--- src/rtl/cwf_fill.sv ---
module cwf_fill #(
  parameter int IDX_W  = 4,
  parameter int DATA_W = 32,
  parameter int WORDS  = 8
) (
  input  logic              clk,
  input  logic              rst_n,
  input  logic              miss_valid,
  input  logic [IDX_W-1:0]  miss_idx,
  input  logic [$clog2(WORDS)-1:0] miss_off,
  input  logic              wrap_mode,
  output logic              mem_req,
  output logic [IDX_W-1:0]  mem_req_idx,
  output logic [$clog2(WORDS)-1:0] mem_req_off,
  output logic              mem_req_wrap,
  input  logic              mem_valid,
  input  logic [DATA_W-1:0] mem_data,
  output logic              cpu_valid,
  output logic [DATA_W-1:0] cpu_data,
  output logic              arr_we,
  output logic [IDX_W-1:0]  arr_idx,
  output logic [$clog2(WORDS)-1:0] arr_off,
  output logic [DATA_W-1:0] arr_wdata,
  output logic              fill_done,
  output logic              busy,
  input  logic              acc_valid,
  input  logic [IDX_W-1:0]  acc_idx,
  input  logic [$clog2(WORDS)-1:0] acc_off,
  output logic              acc_stall
);
  localparam int OFF_W = $clog2(WORDS);

  logic [IDX_W-1:0] idx_q;
  logic [OFF_W-1:0] crit_q;
  logic [OFF_W-1:0] cnt_q;
  logic             wrap_q;
  logic [WORDS-1:0] have_q;
  logic [OFF_W-1:0] beat_off;
  logic             last;

  assign mem_req      = miss_valid && !busy;
  assign mem_req_idx  = miss_idx;
  assign mem_req_off  = miss_off;
  assign mem_req_wrap = wrap_mode;

  assign beat_off  = wrap_q ? crit_q + cnt_q : cnt_q;
  assign last      = cnt_q == OFF_W'(WORDS - 1);

  assign arr_we    = busy && mem_valid;
  assign arr_idx   = idx_q;
  assign arr_off   = beat_off;
  assign arr_wdata = mem_data;
  assign fill_done = arr_we && last;
  assign cpu_valid = arr_we && (beat_off == crit_q);
  assign cpu_data  = mem_data;
  assign acc_stall = busy && acc_valid && (acc_idx == idx_q) && !have_q[acc_off];

  always_ff @(posedge clk) begin
    if (!rst_n) begin
      busy   <= 1'b0;
      idx_q  <= '0;
      crit_q <= '0;
      cnt_q  <= '0;
      wrap_q <= 1'b0;
      have_q <= '0;
    end else if (mem_req) begin
      busy   <= 1'b1;
      idx_q  <= miss_idx;
      crit_q <= miss_off;
      wrap_q <= wrap_mode;
      cnt_q  <= '0;
      have_q <= '0;
    end else if (arr_we) begin
      have_q[beat_off] <= 1'b1;
      cnt_q            <= cnt_q + 1'b1;
      if (last) busy <= 1'b0;
    end
  end
endmodule


--- config.mk ---
export PLATFORM = sky130hd
export DESIGN_NAME = cwf_fill
export DESIGN_NICKNAME = d
export VERILOG_FILES = /design/src/rtl/cwf_fill.sv
export SDC_FILE = /design/constraint.sdc
export NUM_CORES = 1
export LEC_CHECK = 0
export ABC_AREA = 0
export BUFFER_PORTS_ARGS = -buffer_cell sky130_fd_sc_hd__buf_2
export CAP_MARGIN = 20
export CORE_ASPECT_RATIO = 1.2
export CORE_MARGIN = 3
export CORE_UTILIZATION = 42
export DETAILED_ROUTE_END_ITERATION = 8
export PLACE_DENSITY = 0.83
export SYNTH_ARGS = -nofsm -noshare
export SYNTH_HDL_FRONTEND = slang
export SYNTH_SLANG_ARGS = --single-unit
--- constraint.sdc ---
create_clock -name clk -period 5.65 [get_ports clk]
set_input_delay 1.13 -clock clk [delete_from_list [all_inputs] [get_ports clk]]
set_output_delay 1.13 -clock clk [all_outputs]
set_load 0.02 [all_outputs]
* Yosys cells after proc, flatten, opt, wreduce, memory -nomap -nowiden
Cells that the tools add are included.
W data, S select, Z words.
** Word-level totals
- Bits of input ports :: 52
- Register bits after elaboration :: 20
- Word-level logic and storage cells :: 38
** Operators by class
- Bitwise logic cells :: 2
- $lt $le $gt $ge :: 3
- Muxes and demuxes :: 8
- Eq/ne operators :: 3
- Reduce and logical (&&, ||, !) cells :: 14
- $add $sub $neg :: 2
** Operators by type and width (count)
- $logic_and A1 B1 Y1 :: 8
- $lt A3 B4 Y1 const B :: 2
- $or A8 B8 Y8 :: 1
- $mux W1 :: 5
- $eq A4 B4 Y1 :: 1
- $reduce_bool A2 Y1 :: 2
- $add A3 B1 Y3 const B :: 1
- $add A3 B3 Y3 :: 1
- $bmux W1 S3 :: 1
- $demux W1 S3 :: 1
- $eq A3 B3 Y1 :: 1
- $eq A3 B3 Y1 const B :: 1
- $ge A3 B1 Y1 const B :: 1
- $mux W3 :: 1
- $logic_not A1 Y1 :: 2
- $reduce_and A2 Y1 :: 1
- $reduce_or A2 Y1 :: 1
- $not A1 Y1 :: 1

* Depth between registers and ports, before layout
Gate-level depths: netlist of the first run.
- Word-level depth :: 7
- Mapped depth :: 7

* Worst setup path after synthesis of the first run
Ideal clock, no wire load.
- Path kind :: input -> output
- Start :: in acc_off[0]
- End :: out acc_stall
- Path slack :: 2.424 ns
- Cell stages on the path :: 3
- Arrival :: 2.096 ns
- Buffers on the path :: 0
- Cell sequence :: mux4_2 -> nor2b_4 -> a211oi_2
** Between the ends
- Cells in the longest elaborated chain, start to end :: 4
** Ends and longest elaborated chain
- start, declared :: RTL line 28 : input logic [$clog2(WORDS)-1:0] acc_off,
- $bmux W1 S3 :: RTL line 56 : assign acc_stall = busy && acc_valid && (acc_idx == idx_q) && !have_q[acc_off];
- $mux W1 (implied by the code) :: RTL line 56
- $logic_not A1 Y1 :: RTL line 56
- $logic_and A1 B1 Y1 :: RTL line 56
- end, declared :: RTL line 29 : output logic acc_stall
No other way between the ends. The select of a mux whose other input is x is not followed.

* Worst setup path in the final report of the first run
Ends and elaborated chain as after synthesis.

==> metrics, run 1 <==
power per cell area=228 nW/um^2; Sequential Power Share=48.1%; row cnt=24; Lkg Pwr=0.000625 uW; status=finished, final reports clean; first-pass GRT wire length=4130 um; WL met3=186 um; vias in the first global route=954; Clock Latency Late Sink=0.25 ns; Max clock buf depth=2; Area contributors post-synth=buf_4, dfxtp_1, nand2_1; Sink Count=20; most common cell after layout, fill and taps aside=buf_2; Final ANT Viol Nets=0; Die Y=74.2 um; total grt overflow=0; sequential fraction of the synthesis area=24.6%; highest metal used=met4; Slew HR=69.6%; final worst setup slack=2.29 ns; Port Buffers=40; crit share post-route=59.4%; switching share of total power=26.5%; switching pwr=82.9 uW; clock buffer count from CTS=3; largest area contributor in the netlist=buf_4; CP required=4.52 ns; layout cell share with drive strength beyond 1=34.0%; Layout Cell Area excl Fill=1370 um^2; post-route minimum period=3.36 ns; routability cong.=0.806; I/O pin count=137; n_diodes=0; WS Path Type=in2out; setup bufs post-CTS=0; Comb pwr share=17.5%; number of H-tree levels=1; CTS tree=yes; TNS Setup=0 ns; post_cts resized=0; via-per-instance ratio=4.45; met1 WL=1040 um; DR WL met2=1220 um; final net count=216; Place WS=2.27 ns; RSZ-0062 raised after global routing=false; full die area=4670 um^2; Layout Area Growth over Synthesis=-15.9%; Synth top area share=33.6%; Clk pwr share=34.3%; maxcap violations=0; Die X=62.9 um; initial antenna violation count=0; CP Launch Type=input pin; syn_nets=248; #FFs+latches synth=20; Slew @ Worst Pin=0.456 ns; Syn Std Cell Area=1630 um^2; CP Data Arrival Time=2.23 ns; GRT Util Overall=11.0%; Max stage delay on crit path=0.50 ns; Core Region=3690 um^2; Hold Fails Final Rpt=0; clock slew at reported path FFs=0.07 ns; slowest stage cell, crit path=mux4_2; fmax=298 MHz; maximum vdd drop=123 uV; post-synth cell types=34; TritonRoute pass-1 iters=3; Min-Delay Path Class=reg2reg; # setup viols final=0; hold_buf cts=0; worst-path fanout max=2; post-DP HPWL=1980 um; Slew Limit Fails=0; Final Util=37.1%; CP cell instances=buf_2 > mux4_2 > nor2b_4 > a211oi_2 > buf_2; Int Power=230 uW; YS warnings=0; Initial Util=44.1%; DR WL/cell=11.7 um; Avg Inst Size Synth=8.48 um^2; routed wire length=2460 um; Layout Skew=0.00381 ns; # fillers=395; area post-placement=1320 um^2; Root Driver=clkbuf_8; leading cell types in the layout, fill and taps excluded=buf_2, nand2_1, dfxtp_1; routed via count=939; crit-path most repeated cell=buf_2; largest net degree at the start of global routing=17; Initial DRC Count=24; Mapped Cells=192; crit end category=output pin; DR DRC count=0
## metal layers
layer | track usage [%] | up-vias
met3 | 4.38 | 2
li1 | - | 479
met4 | 4.17 | 0
met5 | 0 | -
met2 | 19.9 | 28
met1 | 11.7 | 430
## sequential cells by signal, indices dropped and copies added, names as in the netlist
register / flops
busy: 1
crit_q: 3
arr_idx: 4
have_q: 8
wrap_q: 1
cnt_q: 3
## synthesized netlist by cell type (all sizes together)
cell,n
a211oi,1
nor4,1
nand2b,1
fa,1
xnor2,6
o21ai,6
and3,5
and2,1
clkbuf,1
nor3,1
clkinv,1
buf,76
dfxtp,20
nor2b,1
nor2,5
a21oi,2
ha,3
nand3,4
mux2i,1
mux4,2
nand2,28
nand4,1
a22o,4
xor2,4
inv,7
a21boi,8
a21o,1
## layout make-up
type	instances	area (um^2)	area share, %
Sequential cell	20	400	29.2
Clock buffer	4	55.1	4.02
Timing Repair Buffer	40	200	14.6
Inverter	8	30.0	2.19
Multi-Input combinational cell	87	619	45.2
Tap cell	52	65.1	4.75
## final timing paths
check	start	endpoint	slack (ns)	cells after the start
max	acc_off[0]	acc_stall	2.29	5
min reg2reg	have_q[6]$_SDFFE_PP0P_	have_q[6]$_SDFFE_PP0P_	0.45	2
max reg2reg	cnt_q[0]$_SDFFE_PP0P_	have_q[5]$_SDFFE_PP0P_	3.70	7
min	have_q[6]$_SDFFE_PP0P_	have_q[6]$_SDFFE_PP0P_	0.45	2
## power by group through the flow
stage	registers [uW]	logic, uW	clock network (uW)
floorplan	155	106	0
global placement	154	54.4	0
detailed placement	154	55.7	0
CTS	151	55.8	111
global route	151	61.0	117
finish	151	54.8	107
## per-stage QoR
stage / total power (uW) / cells / hold WS (ns)
global placement: 208 / 207 / 0.434
finish: 313 / 211 / 0.452
floorplan: 261 / 192 / 0.416
global route: 329 / 211 / 0.473
CTS: 317 / 211 / 0.452
detailed placement: 210 / 207 / 0.442
## critical path: cells and delay by family
| kind | cells | cell delay (ns) |
|---|---|---|
| and+or+nand+nor | 1 | 0.14 |
| buffers and inverters | 2 | 0.30 |
| AOI/OAI and AO/OA | 1 | 0.17 |
| muxes | 1 | 0.50 |
## cells by family (layout without fill, tap and decap cells)
| logic type | count (synthesis) | in the layout | share of synthesized area (%) |
|---|---|---|---|
| AO/OA/AOI/OAI | 22 | 22 | 9.52 |
| XOR/XNOR | 10 | 10 | 5.84 |
| adder cells (fa/ha/maj) | 4 | 4 | 3.53 |
| buffers and inverters | 85 | 52 | 37.4 |
| flip-flops | 20 | 20 | 24.6 |
| multiplexers | 3 | 3 | 4.38 |
| AND/OR/NAND/NOR | 48 | 48 | 14.7 |
Note: power is estimated with default switching activity, not from simulation.
==> run 2: changes to the inputs <==
==> config.mk (replaced) <==
export PLATFORM = sky130hd
export DESIGN_NAME = cwf_fill
export DESIGN_NICKNAME = d
export VERILOG_FILES = /design/src/rtl/cwf_fill.sv
export SDC_FILE = /design/constraint.sdc
export NUM_CORES = 1
export LEC_CHECK = 0
export ABC_AREA = 1
export BUFFER_PORTS_ARGS = -buffer_cell sky130_fd_sc_hd__buf_2
export CAP_MARGIN = 20
export CORE_ASPECT_RATIO = 1.2
export CORE_MARGIN = 3
export CORE_UTILIZATION = 35
export DETAILED_ROUTE_END_ITERATION = 8
export PLACE_DENSITY = 0.73
export SYNTH_ARGS = -nofsm -noshare
export SYNTH_HDL_FRONTEND = slang
export SYNTH_SLANG_ARGS = --single-unit
==> constraint.sdc (replaced) <==
create_clock -name clk -period 2.7 [get_ports clk]
set_input_delay 0.54 -clock clk [delete_from_list [all_inputs] [get_ports clk]]
set_output_delay 0.54 -clock clk [all_outputs]
set_load 0.02 [all_outputs]
==> metrics, run 2 <==
status=finished, final reports clean; routability cong.=0.835; met1 WL=1110 um; largest net degree at the start of global routing=14; Slew @ Worst Pin=0.331 ns; Reg-to-Reg End=have_q[4]$_SDFFE_PP0P_; # setup viols final=0; # fillers=471; Critical path origin=crit_q[0]$_SDFFE_PN0P_; clock buffer count from CTS=3; syn_nets=272; Die Y=80.2 um; Layout Area Growth over Synthesis=-12.2%; via-per-instance ratio=4.47; post-route minimum period=2.54 ns; largest area contributor in the netlist=buf_4; crit path to=cpu_valid; routed wire length=2870 um; final net count=244; GRT Util Overall=10.4%; TNS Setup=0 ns; Port Buffers=40; routed via count=1085; Avg Inst Size Synth=7.43 um^2; Initial DRC Count=9; Die X=67.8 um; Multi-input gate area=556 um^2; RR Startpoint=crit_q[0]$_SDFFE_PN0P_; DR DRC count=0; RSZ-0062 raised after global routing=false; Lkg Pwr=0.000664 uW; most common cell after layout, fill and taps aside=buf_2; Slew HR=77.9%; maxcap violations=0; Initial Util=37.1%; Final ANT Viol Nets=0; Core Region=4330 um^2; sequential fraction of the synthesis area=24.9%; post-DP HPWL=2330 um; I/O pin count=137; Clock Latency Late Sink=0.25 ns; Async SR Flop Fraction=0%; Final Util=32.6%; flop-to-flop setup slack=0.98 ns; commonest cells in the synthesized netlist=buf_4, dfxtp_1, inv_1; layout cell share with drive strength beyond 1=34.8%; YS warnings=0; crit share post-route=94.1%; worst-path fanout max=6; Hold Fails Final Rpt=0; WL met3=243 um; Mapped Cells=216; TritonRoute pass-1 iters=3; #FFs+latches synth=20; Main synth FF type=dfxtp_1; DR WL/cell=11.8 um; post-synth cell types=30; maximum vdd drop=235 uV; EDFF count, synth=0; Area contributors post-synth=buf_4, dfxtp_1, a21oi_1; fmax=393 MHz; clock slew at reported path FFs=0.08 ns; number of flip-flops in the largest register=8; highest metal used=met4; Layout Skew=0.00181 ns; first-pass GRT wire length=4420 um; leading cell types in the layout, fill and taps excluded=buf_2, inv_1, a21oi_1, dfxtp_1; DR WL met2=1370 um; n_diodes=0; initial antenna violation count=0; CP required=2.16 ns; Synth top area share=33.7%; full die area=5440 um^2; Root Driver=clkbuf_8; crit end category=output pin; total power=762 uW; power per cell area=541 nW/um^2; CTS tree=yes; register area=403 um^2; DP Cell Count=238; total grt overflow=0; largest reg by FF count=have_q; hold_buf cts=0; Sink Count=20; CP Data Arrival Time=2.00 ns; CP Launch Type=flop; Min-Delay Path Class=reg2reg; vias in the first global route=1010; Slew Limit Fails=0; Max clock buf depth=2; Final Non-Filler Cells=243; Syn Std Cell Area=1610 um^2; row cnt=26; count leader, synth=buf_4; number of H-tree levels=1; WS Path Type=reg2out; Reg2Reg Depth=8
## run 2: worst min path at each step
stage                                 startpoint  cells after the start  slack (ns)                      to
final                     have_q[4]$_SDFFE_PP0P_                      2        0.45  have_q[4]$_SDFFE_PP0P_
after global routing      have_q[7]$_SDFFE_PP0P_                      2        0.47  have_q[7]$_SDFFE_PP0P_
after CTS                 have_q[4]$_SDFFE_PP0P_                      2        0.45  have_q[4]$_SDFFE_PP0P_
after detailed placement  have_q[4]$_SDFFE_PP0P_                      2        0.44  have_q[4]$_SDFFE_PP0P_
after global placement    have_q[7]$_SDFFE_PP0P_                      2        0.44  have_q[7]$_SDFFE_PP0P_
after floorplan           have_q[0]$_SDFFE_PP0P_                      2        0.43  have_q[0]$_SDFFE_PP0P_
## run 2: cell families after synthesis
kind of cell	count (synthesis)	synth area share, %
AND/OR/NAND/NOR	52	16.4
XOR/XNOR	3	2.10
adder cells (fa/ha/maj)	4	3.59
flip-flops	20	24.9
AO/OA/AOI/OAI	37	12.5
buffers and inverters	100	40.5
## run 2: layout make-up
class | instances | area share [%]
repair buffers | 41 | 14.9
flip-flops and latches | 20 | 28.6
well taps | 56 | 4.97
clock inverters | 1 | 2.13
inverters | 26 | 7.02
clock buffers | 3 | 2.93
multi-input cells | 96 | 39.4
## run 2: layer usage
layer,vias up,GRT usage (%)
met5,-,0
met4,0,8.35
met3,27,1.96
met2,27,17.2
met1,475,11.3
li1,556,-
## run 2: critical path: stages, from the launching register on
cell and delay (ns):
dfxtp_2 0.38, ha_1 0.15, inv_1 0.04, fa_1 0.47, nand2_1 0.06, o21ai_2 0.14, xor2_1 0.18, nand3b_1 0.08
nor2_1 0.10, buf_4 0.15
## run 2: metrics by stage
step	setup WS, ns	area, um^2	hold slack (ns)
after detailed placement	0.340	1330	0.438
after global placement	0.362	1330	0.438
after CTS	0.0528	1400	0.450
after floorplan	0.360	1610	0.427
final	0.158	1410	0.446
after global routing	0.000344	1410	0.470
## run 2: report_power, final
group / switching (uW) / total [uW] / leakage, uW / internal (uW)
registers: 15.2 / 324 / 0.000164 / 309
logic: 89.2 / 141 / 0.000464 / 52.2
clock network: 98.6 / 296 / 0.0000357 / 198
## run 2: what timing repair did
| action | in CTS | in global routing |
|---|---|---|
| setup endpoints to repair | 0 | 1 |
| buffers inserted | 0 | 1 |
| resized for setup | 0 | 3 |
==> run 3: changes to the inputs <==
--- a/config.mk
+++ b/config.mk
@@ -10,9 +10,9 @@
 export CAP_MARGIN = 20
 export CORE_ASPECT_RATIO = 1.2
 export CORE_MARGIN = 3
-export CORE_UTILIZATION = 35
+export CORE_UTILIZATION = 25
 export DETAILED_ROUTE_END_ITERATION = 8
-export PLACE_DENSITY = 0.73
+export PLACE_DENSITY = 0.55
 export SYNTH_ARGS = -nofsm -noshare
 export SYNTH_HDL_FRONTEND = slang
 export SYNTH_SLANG_ARGS = --single-unit
==> metrics, run 3 (synthesis gave the netlist of run 2 again) <==
CP Launch Type=flop; maximum vdd drop=272 uV; area post-placement=1360 um^2; cell count of the worst hold path=2; final worst setup slack=0.142 ns; clock buffer count from CTS=3; CP Data Arrival Time=2.02 ns; initial antenna violation count=0; status=finished, final reports clean; Sink Count=20; clock slew at reported path FFs=0.08 ns; routability cong.=0.791; number of flip-flops in the largest register=8; Max stage delay on crit path=0.48 ns; total power=765 uW; full die area=7420 um^2; TNS Setup=0 ns; Clock Latency Late Sink=0.25 ns; # fillers=715; Layout Area Growth over Synthesis=-9.74%; CP cell instances=ha_1 > inv_1 > fa_1 > nand2_1 > o21ai_4 > xor2_1 > nand3b_1 > nor2_1 > buf_2; worst-path fanout max=6; RSZ-0062 raised after global routing=false; hold_sp=have_q[0]$_SDFFE_PP0P_; Die Y=93.8 um; power per cell area=528 nW/um^2; Slew @ Worst Pin=0.345 ns; Die X=79.2 um; largest net degree at the start of global routing=14; maxcap violations=0; first-pass GRT wire length=4580 um; Final Non-Filler Cells=269; Layout Cell Area excl Fill=1450 um^2; Initial Util=26.2%; Reg-to-Reg End=have_q[7]$_SDFFE_PP0P_; largest reg by FF count=have_q; Place WS=0.341 ns; crit share post-route=94.7%; Slew Limit Fails=0; Port Buffers=40; flop-to-flop setup slack=1.00 ns; # setup viols final=0; vias in the first global route=1084; GRT Util Overall=7.57%; via-per-instance ratio=3.84; TritonRoute pass-1 iters=4; DR WL/cell=10.3 um; n_diodes=0; RR Startpoint=crit_q[0]$_SDFFE_PN0P_; Layout Skew=0.00369 ns; layout cell share with drive strength beyond 1=34.8%; final net count=244; Reg2Reg Depth=8; Hold Path Sink=have_q[0]$_SDFFE_PP0P_; Multi-input gate area=563 um^2; fmax=391 MHz; routed via count=1034; I/O pin count=137; CP required=2.16 ns; DP Cell Count=264; Slew HR=76.9%; row cnt=31; post-route minimum period=2.56 ns; DR DRC count=0; crit end category=output pin; Final ANT Viol Nets=0; Hold Fails Final Rpt=0; leading cell types in the layout, fill and taps excluded=buf_2, inv_1, a21oi_1, dfxtp_1; total grt overflow=0; Max clock buf depth=2; CTS tree=yes; Root Driver=clkbuf_8; WS Path Type=reg2out; post-DP HPWL=2280 um; routed wire length=2780 um; most common cell after layout, fill and taps aside=buf_2; Initial DRC Count=30; number of H-tree levels=1; Min-Delay Path Class=reg2reg; register area=405 um^2; Lkg Pwr=0.000664 uW; slowest stage cell, crit path=fa_1; Core Region=6130 um^2
## run 3: cell counts in the layout (fill, tap and decap cells not counted)
Identical to the previous run, type by type.
## run 3: through the flow
stage	util (%)	hold slack (ns)
floorplan	-	0.427
global placement	22.2	0.438
detailed placement	22.2	0.438
CTS	23.3	0.451
global route	23.6	0.485
finish	23.6	0.452
## run 3: what timing repair did
| action | in CTS | in global routing |
|---|---|---|
| resized for setup | 0 | 4 |
| setup buffers | 0 | 1 |
| hold buffers | 0 | 0 |
| endpoints found under the setup margin | 0 | 1 |
## run 3: worst max-delay path by stage
stage	start	endpoint	slack (ns)	cells past startpoint
after floorplan	cnt_q[0]$_SDFFE_PP0P_	cpu_valid	0.36	10
after global placement	cnt_q[0]$_SDFFE_PP0P_	cpu_valid	0.38	9
after detailed placement	cnt_q[0]$_SDFFE_PP0P_	cpu_valid	0.34	9
after CTS	cnt_q[0]$_SDFFE_PP0P_	cpu_valid	0.04	9
after global routing	crit_q[0]$_SDFFE_PN0P_	cpu_valid	0.008	9
final	crit_q[0]$_SDFFE_PN0P_	cpu_valid	0.14	9
## run 3: layout make-up
| class | count | area share [%] |
|---|---|---|
| Clock inverter | 1 | 2.07 |
| Sequential cell | 20 | 28.0 |
| Tap cell | 82 | 7.08 |
| Inverter | 26 | 6.82 |
| Clock buffer | 3 | 2.85 |
| Multi-Input combinational cell | 96 | 38.9 |
| Timing Repair Buffer | 41 | 14.3 |
## run 3: routing by layer
metal	wire [um]	up-vias	share of wire [%]	track usage (%)
met5	0	-	0	0
met4	24	0	0.86	3.58
met3	214	7	7.7	1.54
met2	1290	28	47	12.9
met1	1250	441	45	9.00
li1	-	558	-	-
## run 3: critical path, delay by kind of cell, from the launching register on
family	cells	cell delay, ns
adders and majority gates	2	0.63
DFF	1	0.37
and+or+nand+nor	3	0.26
buffers and inverters	2	0.22
xor gates and xnor gates	1	0.17
AOI/OAI and AO/OA	1	0.13
## run 3: power by group
part	switching [uW]	internal, uW	total (uW)
combinational	91.1	53.0	144
clock	99.8	198	297
sequential	14.8	308	323
total	206	559	765
